==> src/rtl/str_pkg.sv <==
package str_pkg;

  typedef enum logic [1:0] {
    MODE_SHIFT    = 2'b00,
    MODE_SELFTEST = 2'b01,
    MODE_CLEAR    = 2'b10,
    MODE_LOAD     = 2'b11
  } str_mode_e;

  localparam int MIN_WIDTH = 2;
  localparam int MAX_WIDTH = 16;

  // Tap mask for a shift-toward-MSB register whose new stage 0 is the XOR
  // of the masked bits; bit k set means stage k feeds back. Every entry is
  // a maximal-length polynomial for its width.
  function automatic logic [MAX_WIDTH-1:0] tap_mask(input int width);
    logic [MAX_WIDTH-1:0] m;
    case (width)
      2:       m = 16'h0003;
      3:       m = 16'h0005;
      4:       m = 16'h000C;
      5:       m = 16'h0014;
      6:       m = 16'h0030;
      7:       m = 16'h0060;
      8:       m = 16'h00B8;
      9:       m = 16'h0110;
      10:      m = 16'h0240;
      11:      m = 16'h0500;
      12:      m = 16'h0829;
      13:      m = 16'h100D;
      14:      m = 16'h2015;
      15:      m = 16'h6000;
      16:      m = 16'hD008;
      default: m = 16'h0000;
    endcase
    return m;
  endfunction

endpackage

==> src/rtl/str_feedback.sv <==
module str_feedback #(
  parameter int W = 3
) (
  input  logic [W-1:0] state,
  output logic         fb
);
  import str_pkg::*;

  localparam logic [MAX_WIDTH-1:0] FULL_MASK = tap_mask(W);
  localparam logic [W-1:0]         MASK      = FULL_MASK[W-1:0];

  always_comb begin
    fb = ^(state & MASK);
  end

endmodule

==> src/rtl/str_cell.sv <==
module str_cell (
  input  logic              clk,
  input  logic              rst,
  input  str_pkg::str_mode_e mode,
  input  logic              d_bit,
  input  logic              chain_in,
  input  logic              test_in,
  output logic              q_bit
);
  import str_pkg::*;

  always_ff @(posedge clk) begin
    if (rst) begin
      q_bit <= 1'b0;
    end else begin
      case (mode)
        MODE_SHIFT:    q_bit <= chain_in;
        MODE_SELFTEST: q_bit <= test_in ^ d_bit;
        MODE_CLEAR:    q_bit <= 1'b0;
        MODE_LOAD:     q_bit <= d_bit;
        default:       q_bit <= q_bit;
      endcase
    end
  end

endmodule

==> src/rtl/selftest_register.sv <==
module selftest_register #(
  parameter int W = 3
) (
  input  logic         clk,
  input  logic         rst,
  input  logic [1:0]   mode,
  input  logic [W-1:0] d,
  input  logic         si,
  output logic [W-1:0] q,
  output logic         so
);
  import str_pkg::*;

  str_mode_e mode_e;
  logic      fb;

  assign mode_e = str_mode_e'(mode);

  str_feedback #(.W(W)) u_fb (
    .state (q),
    .fb    (fb)
  );

  for (genvar i = 0; i < W; i++) begin : g_stage
    if (i == 0) begin : g_head
      str_cell u_cell (
        .clk      (clk),
        .rst      (rst),
        .mode     (mode_e),
        .d_bit    (d[i]),
        .chain_in (si),
        .test_in  (fb),
        .q_bit    (q[i])
      );
    end else begin : g_body
      str_cell u_cell (
        .clk      (clk),
        .rst      (rst),
        .mode     (mode_e),
        .d_bit    (d[i]),
        .chain_in (q[i-1]),
        .test_in  (q[i-1]),
        .q_bit    (q[i])
      );
    end
  end

  assign so = q[W-1];

  // reset wins over every mode
  a_r1_reset_clears: assert property (@(posedge clk)
    rst |=> (q == '0));

  // load mode copies d
  a_r2_load_copies: assert property (@(posedge clk) disable iff (rst)
    (mode == 2'b11) |=> (q == $past(d)));

  // shift mode moves bits from si toward so
  a_r3_shift_order: assert property (@(posedge clk) disable iff (rst)
    (mode == 2'b00) |=> (q == {$past(q[W-2:0]), $past(si)}));

  // clear mode zeroes the register
  a_r4_clear_zero: assert property (@(posedge clk) disable iff (rst)
    (mode == 2'b10) |=> (q == '0));

  // lock-up state persists, nonzero state never collapses
  a_r7_lockup_holds: assert property (@(posedge clk) disable iff (rst)
    (mode == 2'b01 && d == '0 && q == '0) |=> (q == '0));

  a_r7_nonzero_stays: assert property (@(posedge clk) disable iff (rst)
    (mode == 2'b01 && d == '0 && q != '0) |=> (q != '0));

endmodule

==> config.mk <==
export PLATFORM = sky130hd
export DESIGN_NAME = selftest_register
export DESIGN_NICKNAME = d
export VERILOG_FILES = /design/src/rtl/str_pkg.sv /design/src/rtl/str_feedback.sv /design/src/rtl/str_cell.sv /design/src/rtl/selftest_register.sv
export SDC_FILE = /design/constraint.sdc
export NUM_CORES = 1
export LEC_CHECK = 0
export CAP_MARGIN = 20
export CORE_AREA = 5 5 42 44
export DETAILED_ROUTE_END_ITERATION = 7
export DIE_AREA = 0 0 47 49
export SYNTH_ARGS = -nofsm -noshare
export SYNTH_HDL_FRONTEND = slang
export SYNTH_SLANG_ARGS = --single-unit
==> constraint.sdc <==
create_clock -name clk -period 1.87 [get_ports clk]
set_input_delay 0.374 -clock clk [delete_from_list [all_inputs] [get_ports clk]]
set_output_delay 0.374 -clock clk [all_outputs]
set_load 0.01 [all_outputs]
== Word level (Yosys, flattened, before mapping) ==
Index checks and enable logic that the tools add are counted.

* Register bits: 3
* Bits in latches: 0
* RAM bits: 0
* Bits in read-only memories: 0
* Input port bits: 8
* Output and inout port bits: 4
* Word-level logic and storage cells: 14
* Memories: 0

* $add $sub $neg: 0
* $mul: 0
* Div/mod/pow operators: 0
* $lt $le $gt $ge: 0
* Eq/ne operators: 3
* Shifts and indexed selects: 0
* Muxes and demuxes: 3
* Bitwise logic cells: 3
* Reduce and logical (&&, ||, !) cells: 2

{| class="wikitable"
|+ Operator list
! operator !! number
|-
| $pmux 1 s4 || 3
|-
| $eq 2x2->1 const B || 2
|-
| $reduce_xor 3->1 || 1
|-
| $xor 1x1->1 || 3
|-
| $eq 2x1->1 const B || 1
|-
| $logic_not 2->1 || 1
|}

== Depth between registers and ports, before layout ==
Gate-level depths: netlist of run 1.

* Depth in word-level cells: 3
* Gate-level depth with buffers: 3
* Gate-level depth less buffers: 3

== By module ==
Synthesis of run 1 repeated with hierarchy kept, for this count alone.

* Cells, all modules: 23
* Area total of the unflattened synthesis: 200.2 um2

{| class="wikitable"
|+ By module, submodules not included
! module !! times used !! cells an instance !! area each (um2) !! sequential area each (um2)
|-
| str_cell || 3 || 7 || 61.3 || 20.0
|-
| str_feedback || 1 || 1 || 8.8 || 0.0
|-
| selftest_register || 1 || 1 || 7.5 || 0.0
|}

== Worst setup path after synthesis of run 1 ==
No wires, ideal clock.

* Kind: flip-flop to output port
* Start: reg g_stage[2].g_body.u_cell.q_bit
* End: out q[2]
* Arrival: 0.525 ns
* Data required time: 1.496 ns
* Setup slack: 0.971 ns
* Cell stages (with the launch flop): 2
* Buffers on the path: 1
* Cell sequence: dfxtp_1 buf_4

{| class="wikitable"
|+ RTL lines
! element !! line !! source
|-
| from (decl) || str_cell.sv:8 || <nowiki>output logic q_bit</nowiki>
|-
| from (signal assigned) || str_cell.sv:17 || <nowiki>MODE_SHIFT: q_bit <= chain_in;</nowiki>
|-
| from (signal assigned) || str_cell.sv:18 || <nowiki>MODE_SELFTEST: q_bit <= test_in ^ d_bit;</nowiki>
|-
| from (signal assigned) || str_cell.sv:20 || <nowiki>MODE_LOAD: q_bit <= d_bit;</nowiki>
|-
| to (decl) || selftest_register.sv:9 || <nowiki>output logic [W-1:0] q,</nowiki>
|}

No word-level cell between the ends.

== Final worst setup path of run 1 ==
* Start: reg g_stage[0].g_head.u_cell.q_bit
* End: out q[0]

{| class="wikitable"
|+ RTL lines
! element !! line
|-
| from (decl) || str_cell.sv:8
|-
| from (signal assigned) || str_cell.sv:17
|-
| from (signal assigned) || str_cell.sv:18
|-
| from (signal assigned) || str_cell.sv:20
|}

No word-level cell between the ends.

==> flow_summary.toml, run 1 <==
[detailed_routing]
drtPass1Iterations = 1
wl_met3_um = 31
vias = 187
drt-initial-drc-count = 0
drc_errors = 0
m1WireLength_um = 120
wl_per_cell_um = 8.180
dr.max_layer_used = "met4"
via_per_inst = 3.740
wl_met2_um = 251
ant_nets = 0
wl_um = 409

[global_routing]
antenna_found_initial = 0
grt_pass1_vias = 177
grt_max_degree = 7
track_usage_pct = 4.216
grt_pass1_wl_um = 655
overflow = 0

[worst_setup_path]
end_kind = "output pin"
cp.required_ns = 1.50
cpLargestDelayFamily = "buffers and inverters"
cp_cell_sequence = "clkdlybuf4s50_1"
cp_slowest_stage_delay_ns = 0.55
start_kind = "flop"
path_buf_inv = 1
critPathKind = "flop to output pin"
arrival_ns = 1.13
crit_slowest_cell = "clkdlybuf4s50_1"
critPathMaxFanout = 3

[final_layout]
antenna_cells = 0
syn2layout_area_growth_pct = 73.29
fin_nets = 43
final_cell_area_um2 = 316.6
layout-drive-gt1-share_pct = 8.824
stdcell_count = 50

[die]
start_util_pct = 13.04
die_w_um = 47
row_count = 14
die_h_um = 49
dieArea_um2 = 2303
core_area_um2 = 1401
ioPinCount = 12

[timing]
slew-limit-headroom_pct = 81.83
fin_crit_sh_pct = 80.47
worstMarginPinSlew_ns = 0.2688
fin_tns_setup_ns = 0
final-hold-violation-count = 0
fmax_ghz = 0.6646
rsz0062_at_grt = "no"
setup_slack_ns = 0.3653
period_minus_slack_ns = 1.505
finalSetupViolCount = 0
slew_viol_final = 0
worst_clock_skew_ns = 0.001428

[power]
peakVddDrop_v = 0.0001111
p_leak_nw = 0.1163
power.density_nw_per_um2 = 747.3

[clocking]
cts_sinks = 3
cts_buffers = 3
postCtsResizedCells = 0
cts_buffer_depth = 2
htreeDepth = 1
hold_buffers = 0
post_cts_buffers = 0
root_buffer = "clkbuf_4"
cts_tree = "built"
path_clk_slew_ns = 0.04
clk_latency_ns = 0.23

[yosys]
ys_types = 12
synthCells = 22
ys_warn_count = 0
syn_nets = 30
synth_seq_cells = 3
ys_seq_area_share_pct = 32.88
synthesis.area_um2 = 182.7
synth.avg_cell_area_um2 = 8.303

[worst_hold_path]
hp-class = "flop to flop"

[run_status]
status = "complete, no violations"

[run]
maxCapViolCount = 0

[placed_design]
placed_area_um2 = 290.3
portBuffers = 11
place_hpwl_um = 359.1
dp_slack_ns = 0.3865
place_inst = 46
gp_congestion = 0.6296
## logic make-up after synthesis
group / synth area share, %
and+or+nand+nor: 29.45
buffers and inverters: 14.38
xor gates and xnor gates: 14.39
DFF: 32.88
AOI/OAI and AO/OA: 8.907
## flip-flops by register name (all words and copies together) (netlist names)
name                         count
g_stage.g_head.u_cell.q_bit      1
g_stage.g_body.u_cell.q_bit      2
## stage by stage
| stage | total power [mW] | hold WS (ns) | util [%] |
|---|---|---|---|
| final | 0.2365 | 0.5584 | 22.59 |
| after global routing | 0.2547 | 0.6061 | 22.59 |
| after CTS | 0.2439 | 0.5716 | 22.59 |
| after detailed placement | 0.1255 | 0.5586 | 20.71 |
| after global placement | 0.1251 | 0.5511 | 20.71 |
| after floorplan | 0.09915 | 0.4464 | - |
## cells in the mapped netlist, drive strengths merged
library cell	instances	area, um^2
nand2b	2	12.51
inv	1	3.750
o211ai	1	7.510
buf	3	22.52
nand2	3	11.26
nand3	1	5.000
nor2	2	7.510
nor4b	2	17.52
dfxtp	3	60.06
xnor2	2	17.52
xor2	1	8.760
a41oi	1	8.760
## area by class of cell
| type | instances | area (um^2) |
|---|---|---|
| Clock buffer | 4 | 26.28 |
| Tap cell | 16 | 20.02 |
| Multi-Input combinational cell | 15 | 96.34 |
| Timing Repair Buffer | 11 | 110.1 |
| Fill cell | 166 | 1085 |
| Sequential cell | 3 | 60.06 |
| Inverter | 1 | 3.754 |
## layer usage
layer  GRT usage [%]  vias to the layer above
li1                -                       97
met1           3.493                       83
met2           6.561                        5
met3           1.107                        2
met4           5.530                        0
met5               0                        -
## placed cells by master (no fill, tap or decap)
cell type,netlist,final
xor2_1,1,1
dfxtp_1,3,3
nand3_1,1,1
inv_1,1,1
clkbuf_1,0,1
clkbuf_4,0,3
nand2b_1,2,2
nor4b_1,2,2
xnor2_1,2,2
nor2_1,2,2
o211ai_1,1,1
clkdlybuf4s50_1,0,11
a41oi_1,1,1
nand2_1,3,3
## final timing paths
path	from	end	slack, ns	depth (start not counted)
setup / recovery	g_stage[0].g_head.u_cell.q_bit$_SDFF_PP0_	q[0]	0.37	1
hold reg to reg	g_stage[1].g_body.u_cell.q_bit$_SDFF_PP0_	g_stage[2].g_body.u_cell.q_bit$_SDFF_PP0_	0.56	3
setup reg to reg	g_stage[0].g_head.u_cell.q_bit$_SDFF_PP0_	g_stage[0].g_head.u_cell.q_bit$_SDFF_PP0_	1.07	2
hold / removal	g_stage[1].g_body.u_cell.q_bit$_SDFF_PP0_	g_stage[2].g_body.u_cell.q_bit$_SDFF_PP0_	0.56	3
## worst reg2reg max path, stage by stage (launching register included)
cell	delay [ns]
dfxtp_1	0.35
xor2_1	0.20
o211ai_1	0.12
## where the power goes
part	internal [mW]	total (mW)	leakage (nW)	switching, mW
combinational	0.0323	0.0501	0.0765	0.0178
sequential	0.0696	0.0735	0.0248	0.00389
clock	0.0799	0.113	0.0150	0.0330
(Power assumes the default switching activity.)
==> run 2: changes to the inputs <==
==> constraint.sdc (replaced) <==
create_clock -name clk -period 1.5 [get_ports clk]
set_input_delay 0.3 -clock clk [delete_from_list [all_inputs] [get_ports clk]]
set_output_delay 0.3 -clock clk [all_outputs]
set_load 0.01 [all_outputs]
==> run 2 against run 1 <==
  * Clock skew up 0.0034 ns
  * Final cell count unchanged
  * First-iteration DRC count up 1
  * Total power up 25%
  * Non-clock buffer count unchanged
  * Combinational power up 25%
  * Register-to-register slack worse by 0.38 ns
  * Utilization unchanged
  * Via count up 1.1%
  * Routed wire length down 2.9%
  * Cell area unchanged
  * Clock power up 26%
==> flow_summary.toml, run 2 (synthesis gave the netlist of run 1 again) <==
[worst_setup_path]
end_kind = "output pin"
start_kind = "flop"
cp.required_ns = 1.20
critPathMaxFanout = 3
cp_cell_sequence = "clkdlybuf4s50_1"
cpLargestDelayFamily = "buffers and inverters"
arrival_ns = 1.14
critPathKind = "flop to output pin"
crit_slowest_cell = "clkdlybuf4s50_1"
r2r-start = "g_stage[0].g_head.u_cell.q_bit$_SDFF_PP0_"
startpoint = "g_stage[0].g_head.u_cell.q_bit$_SDFF_PP0_"
path_buf_inv = 1
cp_slowest_stage_delay_ns = 0.55

[global_routing]
track_usage_pct = 4.146
antenna_found_initial = 0
grt_pass1_vias = 185
grt_pass1_wl_um = 662
overflow = 0
grt_max_degree = 7

[detailed_routing]
drtPass1Iterations = 2
wl_um = 397
ant_nets = 0
vias = 189
drt-initial-drc-count = 1
wl_per_cell_um = 7.940
via_per_inst = 3.780
drc_errors = 0

[timing]
worstMarginPinSlew_ns = 0.2804
rsz0062_at_grt = "no"
period_minus_slack_ns = 1.440
fin_crit_sh_pct = 96.01
worst_clock_skew_ns = 0.004798
fmax_ghz = 0.6944
holdWs_ns = 0.5619
final-hold-violation-count = 0
slew-limit-headroom_pct = 81.04
slew_viol_final = 0
finalSetupViolCount = 0
fin_tns_setup_ns = 0

[clocking]
cts_tree = "built"
postCtsResizedCells = 0
cts_sinks = 3
root_buffer = "clkbuf_4"
post_cts_buffers = 0
cts_buffer_depth = 2
path_clk_slew_ns = 0.04
cts_buffers = 3
clk_latency_ns = 0.23
htreeDepth = 1
hold_buffers = 0

[placed_design]
gp_congestion = 0.6317
portBuffers = 11

[final_layout]
largest_reg_flops = 2
final_common_cell = "clkdlybuf4s50_1"
antenna_cells = 0
layout-drive-gt1-share_pct = 8.824
reg_top3 = "g_stage.g_body.u_cell.q_bit (2), g_stage.g_head.u_cell.q_bit (1)"
fillers = 173
largest-register = "g_stage.g_body.u_cell.q_bit"
syn2layout_area_growth_pct = 73.29
layout_common_cells = "11 x clkdlybuf4s50_1, 3 x nand2_1, 3 x clkbuf_4, 3 x dfxtp_1"
fin_nets = 43

[die]
dieArea_um2 = 2303
start_util_pct = 13.04
die_h_um = 49
row_count = 14
core_area_um2 = 1401
ioPinCount = 12
die_w_um = 47

[power]
p_leak_nw = 0.1163
power.density_nw_per_um2 = 935.3
peakVddDrop_v = 0.0001377

[run]
maxCapViolCount = 0

[run_status]
status = "complete, no violations"

[worst_hold_path]
min_from = "g_stage[1].g_body.u_cell.q_bit$_SDFF_PP0_"
hp-class = "flop to flop"
[run 2: cell counts in the layout (fill, tap and decap cells not counted)]
No cell type changed its count.
[run 2: area by class of cell]
type,instances,area [um^2],share of cell area [%]
Clock buffer,4,26.28,8.300
Inverter,1,3.754,1.186
Multi-Input combinational cell,15,96.34,30.43
Sequential cell,3,60.06,18.97
Tap cell,16,20.02,6.324
Timing Repair Buffer,11,110.1,34.78
[run 2: power breakdown]
| part | internal (mW) | switching, mW | total (mW) |
|---|---|---|---|
| logic | 0.0402 | 0.0222 | 0.0625 |
| registers | 0.0868 | 0.00494 | 0.0917 |
| clock network | 0.0997 | 0.0422 | 0.142 |
[run 2: worst paths after layout]
path	end	slack [ns]	depth (start not counted)
setup / recovery	q[0]	0.06	1
hold / removal	g_stage[2].g_body.u_cell.q_bit$_SDFF_PP0_	0.56	3
setup reg to reg	g_stage[0].g_head.u_cell.q_bit$_SDFF_PP0_	0.69	2
hold reg to reg	g_stage[2].g_body.u_cell.q_bit$_SDFF_PP0_	0.56	3
[run 2: metrics by stage]
stage          power (mW)  setup WS, ns  instance area, um^2  instances  util [%]
2_1_floorplan      0.1236        0.6749                182.7         22         -
3_3_place_gp       0.1559        0.1116                290.3         46     20.71
3_5_place_dp       0.1565       0.09036                290.3         46     20.71
4_1_cts            0.3034       0.04573                316.6         50     22.59
5_1_grt            0.3176      0.007879                316.6         50     22.59
6_report           0.2961       0.05991                316.6         50     22.59
[run 2: metal layers]
metal | vias up | GRT usage [%] | wire [um]
met5 | - | 0 | 0
met4 | 0 | 4.147 | 0
met3 | 0 | 1.107 | 35
met2 | 5 | 7.240 | 249
met1 | 88 | 3.275 | 111
li1 | 96 | - | -
